<file path="config.mk">
export PLATFORM = sky130hd
export DESIGN_NAME = pwr_mode_seq
export DESIGN_NICKNAME = d
export VERILOG_FILES = /design/src/rtl/pms_pkg.sv /design/src/rtl/pms_sync.sv /design/src/rtl/pms_ctrl.sv /design/src/rtl/pms_view.sv /design/src/rtl/pwr_mode_seq.sv
export SDC_FILE = /design/constraint.sdc
export NUM_CORES = 1
export LEC_CHECK = 0
export BUFFER_PORTS_ARGS = -buffer_cell sky130_fd_sc_hd__clkbuf_2
export CAP_MARGIN = 20
export CORE_MARGIN = 3
export CORE_UTILIZATION = 46
export CTS_BUF_LIST = sky130_fd_sc_hd__clkbuf_8 sky130_fd_sc_hd__clkbuf_16
export DETAILED_ROUTE_END_ITERATION = 7
export PLACE_DENSITY = 0.77
export SLEW_MARGIN = 20
export SYNTH_ARGS = -nofsm -noshare
export SYNTH_HDL_FRONTEND = slang
export SYNTH_HIERARCHICAL = 1
export SYNTH_SLANG_ARGS = --single-unit
</file>
<file path="constraint.sdc">
create_clock -name clk -period 2.4 [get_ports clk]
set_clock_uncertainty 0.1 [all_clocks]
set_input_delay 0.6 -clock clk [delete_from_list [all_inputs] [get_ports clk]]
set_output_delay 0.6 -clock clk [all_outputs]
set_load 0.05 [all_outputs]
</file>
<file path="src/rtl/pms_pkg.sv">
package pms_pkg;
  typedef enum logic [1:0] {
    M_NORM = 2'd0,
    M_IDLE = 2'd1,
    M_SUSP = 2'd2,
    M_SHUT = 2'd3
  } pmode_e;

  localparam int AW = 2;
  localparam int DW = 8;
  localparam logic [AW-1:0] A_PWR = 2'd0;
  localparam logic [AW-1:0] A_OSC = 2'd1;
  localparam logic [AW-1:0] A_REG = 2'd2;

  localparam int B_IDLE = 0;
  localparam int B_STOP = 1;
  localparam int B_SUSP = 0;
  localparam int B_ERR  = 7;
  localparam int B_ARM  = 0;
  localparam int B_HV   = 1;
endpackage

</file>
<file path="src/rtl/pms_sync.sv">
module pms_sync #(
  parameter int W      = 1,
  parameter int STAGES = 2
) (
  input  logic         clk,
  input  logic         rst_n,
  input  logic [W-1:0] d,
  output logic [W-1:0] q
);
  logic [STAGES-1:0][W-1:0] stg_q;

  always_ff @(posedge clk or negedge rst_n) begin
    if (!rst_n) stg_q <= '0;
    else        stg_q <= {stg_q[STAGES-2:0], d};
  end

  assign q = stg_q[STAGES-1];
endmodule

</file>
<file path="src/rtl/pms_ctrl.sv">
module pms_ctrl
  import pms_pkg::*;
#(
  parameter int          CSW    = 2,
  parameter logic [CSW-1:0] HF_SEL = '0
) (
  input  logic           clk,
  input  logic           rst_n,
  input  logic           wr_en,
  input  logic [AW-1:0]  wr_addr,
  input  logic [DW-1:0]  wr_data,
  input  logic [CSW-1:0] clk_src,
  input  logic           wake_irq,
  input  logic           wake_bus,
  input  logic           pin_rst_s,
  output pmode_e         mode_q,
  output logic           err_q,
  output logic           arm_q,
  output logic           hv_q
);
  pmode_e mode_d;
  logic   err_d, arm_d, hv_d;
  logic   unused_bits;

  assign unused_bits = ^wr_data[6:2];

  always_comb begin
    mode_d = mode_q;
    err_d  = err_q;
    arm_d  = arm_q;
    hv_d   = hv_q;
    if (pin_rst_s) begin
      mode_d = M_NORM;
      err_d  = 1'b0;
      arm_d  = 1'b0;
      hv_d   = 1'b1;
    end else begin
      unique case (mode_q)
        M_IDLE: if (wake_irq) mode_d = M_NORM;
        M_SUSP: if (wake_bus) mode_d = M_NORM;
        M_SHUT: mode_d = M_SHUT;
        default: begin
          if (wr_en) begin
            if (wr_addr == A_PWR) begin
              if (wr_data[B_STOP] && arm_q) mode_d = M_SHUT;
              else if (wr_data[B_IDLE])     mode_d = M_IDLE;
            end else if (wr_addr == A_OSC) begin
              if (wr_data[B_ERR]) err_d = 1'b0;
              if (wr_data[B_SUSP]) begin
                if (clk_src == HF_SEL) mode_d = M_SUSP;
                else                   err_d  = 1'b1;
              end
            end else if (wr_addr == A_REG) begin
              arm_d = wr_data[B_ARM];
              hv_d  = wr_data[B_HV];
            end
          end
        end
      endcase
    end
  end

  always_ff @(posedge clk or negedge rst_n) begin
    if (!rst_n) begin
      mode_q <= M_NORM;
      err_q  <= 1'b0;
      arm_q  <= 1'b0;
      hv_q   <= 1'b1;
    end else begin
      mode_q <= mode_d;
      err_q  <= err_d;
      arm_q  <= arm_d;
      hv_q   <= hv_d;
    end
  end
endmodule

</file>
<file path="src/rtl/pms_view.sv">
module pms_view
  import pms_pkg::*;
(
  input  pmode_e         mode_q,
  input  logic           err_q,
  input  logic           arm_q,
  input  logic           hv_q,
  input  logic [AW-1:0]  rd_addr,
  output logic [DW-1:0]  rd_data,
  output logic           core_clk_en,
  output logic           periph_clk_en,
  output logic           reg_off_req,
  output logic           pin_hold,
  output logic           vreg5_en
);
  always_comb begin
    rd_data = '0;
    if (rd_addr == A_PWR) begin
      rd_data[B_IDLE] = (mode_q == M_IDLE);
    end else if (rd_addr == A_OSC) begin
      rd_data[B_SUSP] = (mode_q == M_SUSP);
      rd_data[B_ERR]  = err_q;
    end else if (rd_addr == A_REG) begin
      rd_data[B_ARM]  = arm_q;
      rd_data[B_HV]   = hv_q;
    end
  end

  assign core_clk_en   = (mode_q == M_NORM);
  assign periph_clk_en = (mode_q == M_NORM) || (mode_q == M_IDLE);
  assign reg_off_req   = (mode_q == M_SHUT);
  assign pin_hold      = (mode_q == M_SHUT);
  assign vreg5_en      = hv_q;
endmodule

</file>
<file path="src/rtl/pwr_mode_seq.sv">
module pwr_mode_seq
  import pms_pkg::*;
#(
  parameter int NIRQ = 4,
  parameter int CSW  = 2,
  parameter int SYNC = 2
) (
  input  logic             clk,
  input  logic             rst_n,
  input  logic             wr_en,
  input  logic [AW-1:0]    wr_addr,
  input  logic [DW-1:0]    wr_data,
  input  logic [AW-1:0]    rd_addr,
  output logic [DW-1:0]    rd_data,
  input  logic [CSW-1:0]   clk_src,
  input  logic [NIRQ-1:0]  irq_pend,
  input  logic             usb_act,
  input  logic             pin_rst,
  output logic             core_clk_en,
  output logic             periph_clk_en,
  output logic             reg_off_req,
  output logic             pin_hold,
  output logic             vreg5_en
);
  localparam int SW = NIRQ + 2;

  logic [SW-1:0] wake_s;
  logic          wake_irq, wake_bus, pin_rst_s;
  pmode_e        mode_q;
  logic          err_q, arm_q, hv_q;

  pms_sync #(.W(SW), .STAGES(SYNC)) u_sync (
    .clk(clk), .rst_n(rst_n),
    .d({pin_rst, usb_act, irq_pend}),
    .q(wake_s)
  );

  assign wake_irq  = |wake_s[NIRQ-1:0];
  assign wake_bus  = wake_s[NIRQ];
  assign pin_rst_s = wake_s[NIRQ+1];

  pms_ctrl #(.CSW(CSW), .HF_SEL('0)) u_ctrl (
    .clk(clk), .rst_n(rst_n),
    .wr_en(wr_en), .wr_addr(wr_addr), .wr_data(wr_data),
    .clk_src(clk_src),
    .wake_irq(wake_irq), .wake_bus(wake_bus), .pin_rst_s(pin_rst_s),
    .mode_q(mode_q), .err_q(err_q), .arm_q(arm_q), .hv_q(hv_q)
  );

  pms_view u_view (
    .mode_q(mode_q), .err_q(err_q), .arm_q(arm_q), .hv_q(hv_q),
    .rd_addr(rd_addr), .rd_data(rd_data),
    .core_clk_en(core_clk_en), .periph_clk_en(periph_clk_en),
    .reg_off_req(reg_off_req), .pin_hold(pin_hold), .vreg5_en(vreg5_en)
  );
endmodule

</file>
Yosys cells after proc, flatten, opt, wreduce, memory -nomap -nowiden

Index checks and enable logic that the tools add are counted.

Reductions and logical operators: 19
Muxes and demuxes: 38
Equality and inequality tests: 12

Operators with widths:

| operator                                            | number |
|---|---|
| 2-to-1 mux 1 bit                                    | 26 |
| nonzero test 6 bit                                  | 4 |
| 2-to-1 mux 2 bit                                    | 11 |
| equality test 2 bit, second input constant          | 4 |
| logical NOT 2 bit                                   | 4 |
| AND reduction 7 bit                                 | 1 |
| equality test 2 x 1 -> 1 bit, second input constant | 3 |
| case mux 2 bit (3 select lines)                     | 1 |
| nonzero test 2 bit                                  | 3 |
| AND reduction 5 bit                                 | 1 |
| nonzero test 5 bit                                  | 1 |
| != test 2 bit, second input constant                | 2 |
| AND reduction 4 bit                                 | 1 |
| OR reduction 4 bit                                  | 1 |
| != test 3 x 2 -> 1 bit, second input constant       | 1 |
| != test 3 bit, second input constant                | 1 |
| OR reduction 3 bit                                  | 1 |
| != test 2 x 1 -> 1 bit, second input constant       | 1 |
| logical AND 1 bit                                   | 1 |
| logical OR 1 bit                                    | 1 |

Output and inout port bits: 13
Bits in registers: 17
Bits of input ports: 23
Logic and storage cells: 75

Depth between registers and ports, before layout

Depth in word-level cells: 8
Depth in mapped cells: 6

Hierarchy

Netlist, hierarchy kept.

Modules (own cells, without submodules):

| module       | instances | area each (um^2) | cells each |
|---|---|---|---|
| pms_ctrl     | 1         | 416.6            | 44 |
| pms_sync     | 1         | 345.3            | 18 |
| pms_view     | 1         | 120.1            | 18 |
| pwr_mode_seq | 1         | 7.5              | 1 |

Worst setup path after synthesis

Ideal clock, no wire load.

Kind: input -> output
Start point: in rd_addr[0]
End point: out rd_data[0]
Path slack: 0.141 ns
Required time: 1.700 ns
Stages on the path: 2
Data arrival time: 1.559 ns
Cell sequence: or4b_1 > o211ai_1

Longest elaborated chain between the ends: 4
Elaborated cells between the ends (all ways): 6
Classes of those cells: 2 x eq/ne; 3 x mux; 1 x reduce/logical

RTL lines:

| item                | RTL line           | text |
|---|---|---|
| start: declaration  | pwr_mode_seq.sv:13 | `input logic [AW-1:0] rd_addr,` |
| equality test 2 bit | pms_view.sv:23     | `end else if (rd_addr == A_REG) begin` |
| 2-to-1 mux 2 bit    | pms_view.sv:23     |  |
| 2-to-1 mux 1 bit    | pms_view.sv:20     | `end else if (rd_addr == A_OSC) begin` |
| 2-to-1 mux 1 bit *  | pms_view.sv:18     | `if (rd_addr == A_PWR) begin` |
| end: declaration    | pwr_mode_seq.sv:14 | `output logic [DW-1:0] rd_data,` |

Mark *: on every way between the ends. The rest lies on a longest branch, timed or not.

Worst setup path in the final report

Start point: reg u_ctrl.mode_q[1]
End point: out rd_data[0]

Longest elaborated chain between the ends: 3
Elaborated cells between the ends (all ways): 4
Classes of those cells: 2 x eq/ne; 2 x mux

RTL lines:

| item                     | RTL line       | text |
|---|---|---|
| start: declaration       | pms_ctrl.sv:16 | `output pmode_e mode_q,` |
| start signal: assignment | pms_ctrl.sv:70 | `mode_q <= mode_d;` |
| equality test 2 bit      | pms_view.sv:21 | `rd_data[B_SUSP] = (mode_q == M_SUSP);` |
| 2-to-1 mux 1 bit         | pms_view.sv:20 |  |
| 2-to-1 mux 1 bit *       | pms_view.sv:18 |  |

Marks and branches as above.

==> results by group <==
Logic synthesis
  • Syn avg cell area: 11.0 um2
  • Synth top area cells: dfrtp_1, buf_4, ha_1, mux2i_1, dfstp_2
  • Synth Instances: 81
  • Post-synth top area cell: dfrtp_1
  • Mapped Area: 890 um2
  • Top cell type's share of synthesized area: 0.450
  • Flops & latches, synth: 17
  • Yosys warnings: 6
  • Register area share after synthesis: 0.480
  • Yosys cell types: 28

Pwr
  • Pwr/cell area: 624 nW/um2
  • Peak VDD IR: 495 uV
  • Sw Share: 0.289
  • Flop pwr share: 0.489
  • Int Power: 451 uW
  • Leak: 0.000501 uW
  • Comb power frac: 0.173
  • Share of power burned in the clock network: 0.338
  • Sw Pwr: 183 uW

Floorplan
  • Die area: 2500 um2
  • Chip Width: 50.0 um
  • Die Y: 50.0 um
  • Placeable Area: 1780 um2
  • Initial Util: 0.499
  • Io pins: 36
  • Num rows: 15

Placement
  • PortBufs: 25
  • Post-DP HPWL: 1130 um
  • RD Place Congestion: 0.781
  • Placed instance count: 122

Worst setup path
  • CP Capture Type: primary output
  • Cells along the critical path: or4b_1, o211ai_1, clkbuf_4
  • Setup Crit Path Kind: reg -> out
  • Crit path max fanout: 10
  • Crit-path slowest cell: or4b_1
  • Critical path data arrival time: 1.61 ns
  • Startpoint Class: flip-flop
  • Max incr delay on CP: 0.53 ns
  • R2R depth: 6
  • R2R setup slack: 0.21 ns
  • Req. time, crit path: 1.70 ns

Global routing
  • GRT Residual Overflow: 0
  • Vias in the first global route: 540
  • Antenna violations before repair: 0
  • Largest net degree at the start of global routing: 18
  • Global-route usage over all layers: 0.119
  • First-pass GRT wire length: 2220 um

Timing
  • Final min period: 2.31 ns
  • Count of pins over their slew limit: 0
  • RSZ-0062 raised after global routing: false
  • Setup Viol. Count Final: 0
  • Final hold vios: 0
  • Final period util: 0.963
  • Setup TNS: 0 ns
  • Max Fclk: 0.433 GHz

Min path
  • Worst min path class: in -> async

Clock tree
  • Htree depth: 1
  • Clk sink count: 17
  • CTS tree: yes
  • Number of CTS-inserted buffers: 3
  • Postcts setup bufs: 0
  • CTS root buf: clkbuf_8
  • Clk_lat worst skew: 0.25 ns
  • Max clock buf depth: 2
  • Clock slew at reported path FFs: 0.07 ns

Routing
  • First drt pass iteration count: 4
  • DRT iter0 DRCs: 22
  • DR WL/cell: 12.0 um
  • DR vias/cell: 5.03
  • Routed Antenna Nets: 0
  • Number of remaining DRC errors: 0
  • Via Count: 634
  • Total Routed Length: 1510 um

Finish
  • Final net count: 131
  • Share of cells above drive strength 1: 0.356
  • Fill cell count: 162
  • Ant diodes: 0
  • FF/Latch Area: 428 um2
  • Area occupied by multi-input gates: 354 um2
  • Final cell count without fillers: 126
  • Synth-to-Final Area Change: 14.2%

Flow run
  • Max_cap viols: 0

Status
  • Status: finished clean
[state kept, by name, indices dropped and copies added (netlist names)]
signal,cells
u_ctrl/hv_q,1
u_sync/stg_q,6
u_ctrl/mode_q,2
u_ctrl/arm_q,1
u_sync/q,6
u_ctrl/err_q,1
[through the flow]
step	cell area [um2]	setup WS [ns]	util	hold slack, ns	power, uW
6_report	1020	0.0895	0.570	0.165	634
5_1_grt	1020	0.0350	0.570	0.191	666
4_1_cts	1010	0.0265	0.568	0.181	635
3_5_place_dp	963	0.0855	0.540	0.235	423
3_3_place_gp	963	0.104	0.540	0.231	419
2_1_floorplan	905	0.141	-	0.204	399
[logic make-up (layout without fill, tap and decap cells)]
| kind of cell | count (synthesis) | after routing | share of synthesized area |
|---|---|---|---|
| muxes | 3 | 3 | 0.0338 |
| other | 1 | 5 | 0.00422 |
| and+or+nand+nor | 22 | 22 | 0.160 |
| adders and majority gates | 6 | 6 | 0.0844 |
| AOI/OAI and AO/OA | 12 | 12 | 0.0984 |
| buffers and inverters | 20 | 36 | 0.139 |
| DFF | 17 | 17 | 0.480 |
[critical path: cells and delay by family, from the launching register on]
family | cells | cell delay (ns)
and+or+nand+nor | 1 | 0.53
DFF | 1 | 0.47
buffers and inverters | 1 | 0.26
AOI/OAI and AO/OA | 1 | 0.10
[power by group through the flow]
stage	clock network [uW]	registers, uW	logic, uW
global route	236	312	118
floorplan	0	312	87.3
finish	215	310	109
detailed placement	0	315	108
global placement	0	314	105
CTS	217	310	108
[cells in the mapped netlist]
cell type   n
nand4b_1    1
dfrtp_1    16
o21ai_0     1
o221ai_2    1
o311ai_0    1
nor2_4      1
ha_1        6
nor2_1      3
a21oi_1     3
or3_1       1
and3b_2     1
or4_1       3
dfstp_2     1
or4bb_1     1
and2_1      1
nand2_1     6
buf_4      13
inv_1       7
nand3_1     1
or2_2       1
or4b_1      1
a311oi_1    1
o21ai_1     1
o31ai_1     1
and4b_2     1
mux2i_1     3
o211ai_1    3
conb_1      1
[timing repair]
item	CTS	global route
hold buffers	0	0
gates resized for setup	0	3
setup endpoints to repair	0	1
[cell usage in the layout (no fill, tap or decap), drive strengths merged, types with 3 or more instances in the layout]
master and count:
conb 5, nand2 6, or4 3, mux2i 3, ha 6, a21oi 3, inv 7, nor2 4
clkbuf 28, dfrtp 16, o211ai 3
[per-layer routing]
| metal | wire, um | track usage |
|---|---|---|
| met4 | 17 | 0.0553 |
| met3 | 100 | 0.0363 |
| met1 | 670 | 0.148 |
| met2 | 723 | 0.187 |
| met5 | 0 | 0 |
[path summary, 6_finish.rpt]
check,from,end
min in group clk,u_sync/stg_q[4],u_sync/q[4]
max reg2reg,u_ctrl/mode_q[0],u_ctrl/mode_q[1]
min,rst_n,u_ctrl/mode_q[1]
max in group asynchronous,rst_n,u_ctrl/hv_q
min reg2reg,u_sync/stg_q[4],u_sync/q[4]
max,u_ctrl/mode_q[1],rd_data[0]
[final cells by class]
class / count / share of cell area
flip-flops and latches: 17 / 0.421
well taps: 25 / 0.0308
multi-input cells: 48 / 0.349
inverters: 7 / 0.0259
clock buffers: 3 / 0.0406
repair buffers: 25 / 0.126
clock inverters: 1 / 0.00739
Power figures use the tool's default switching activity.
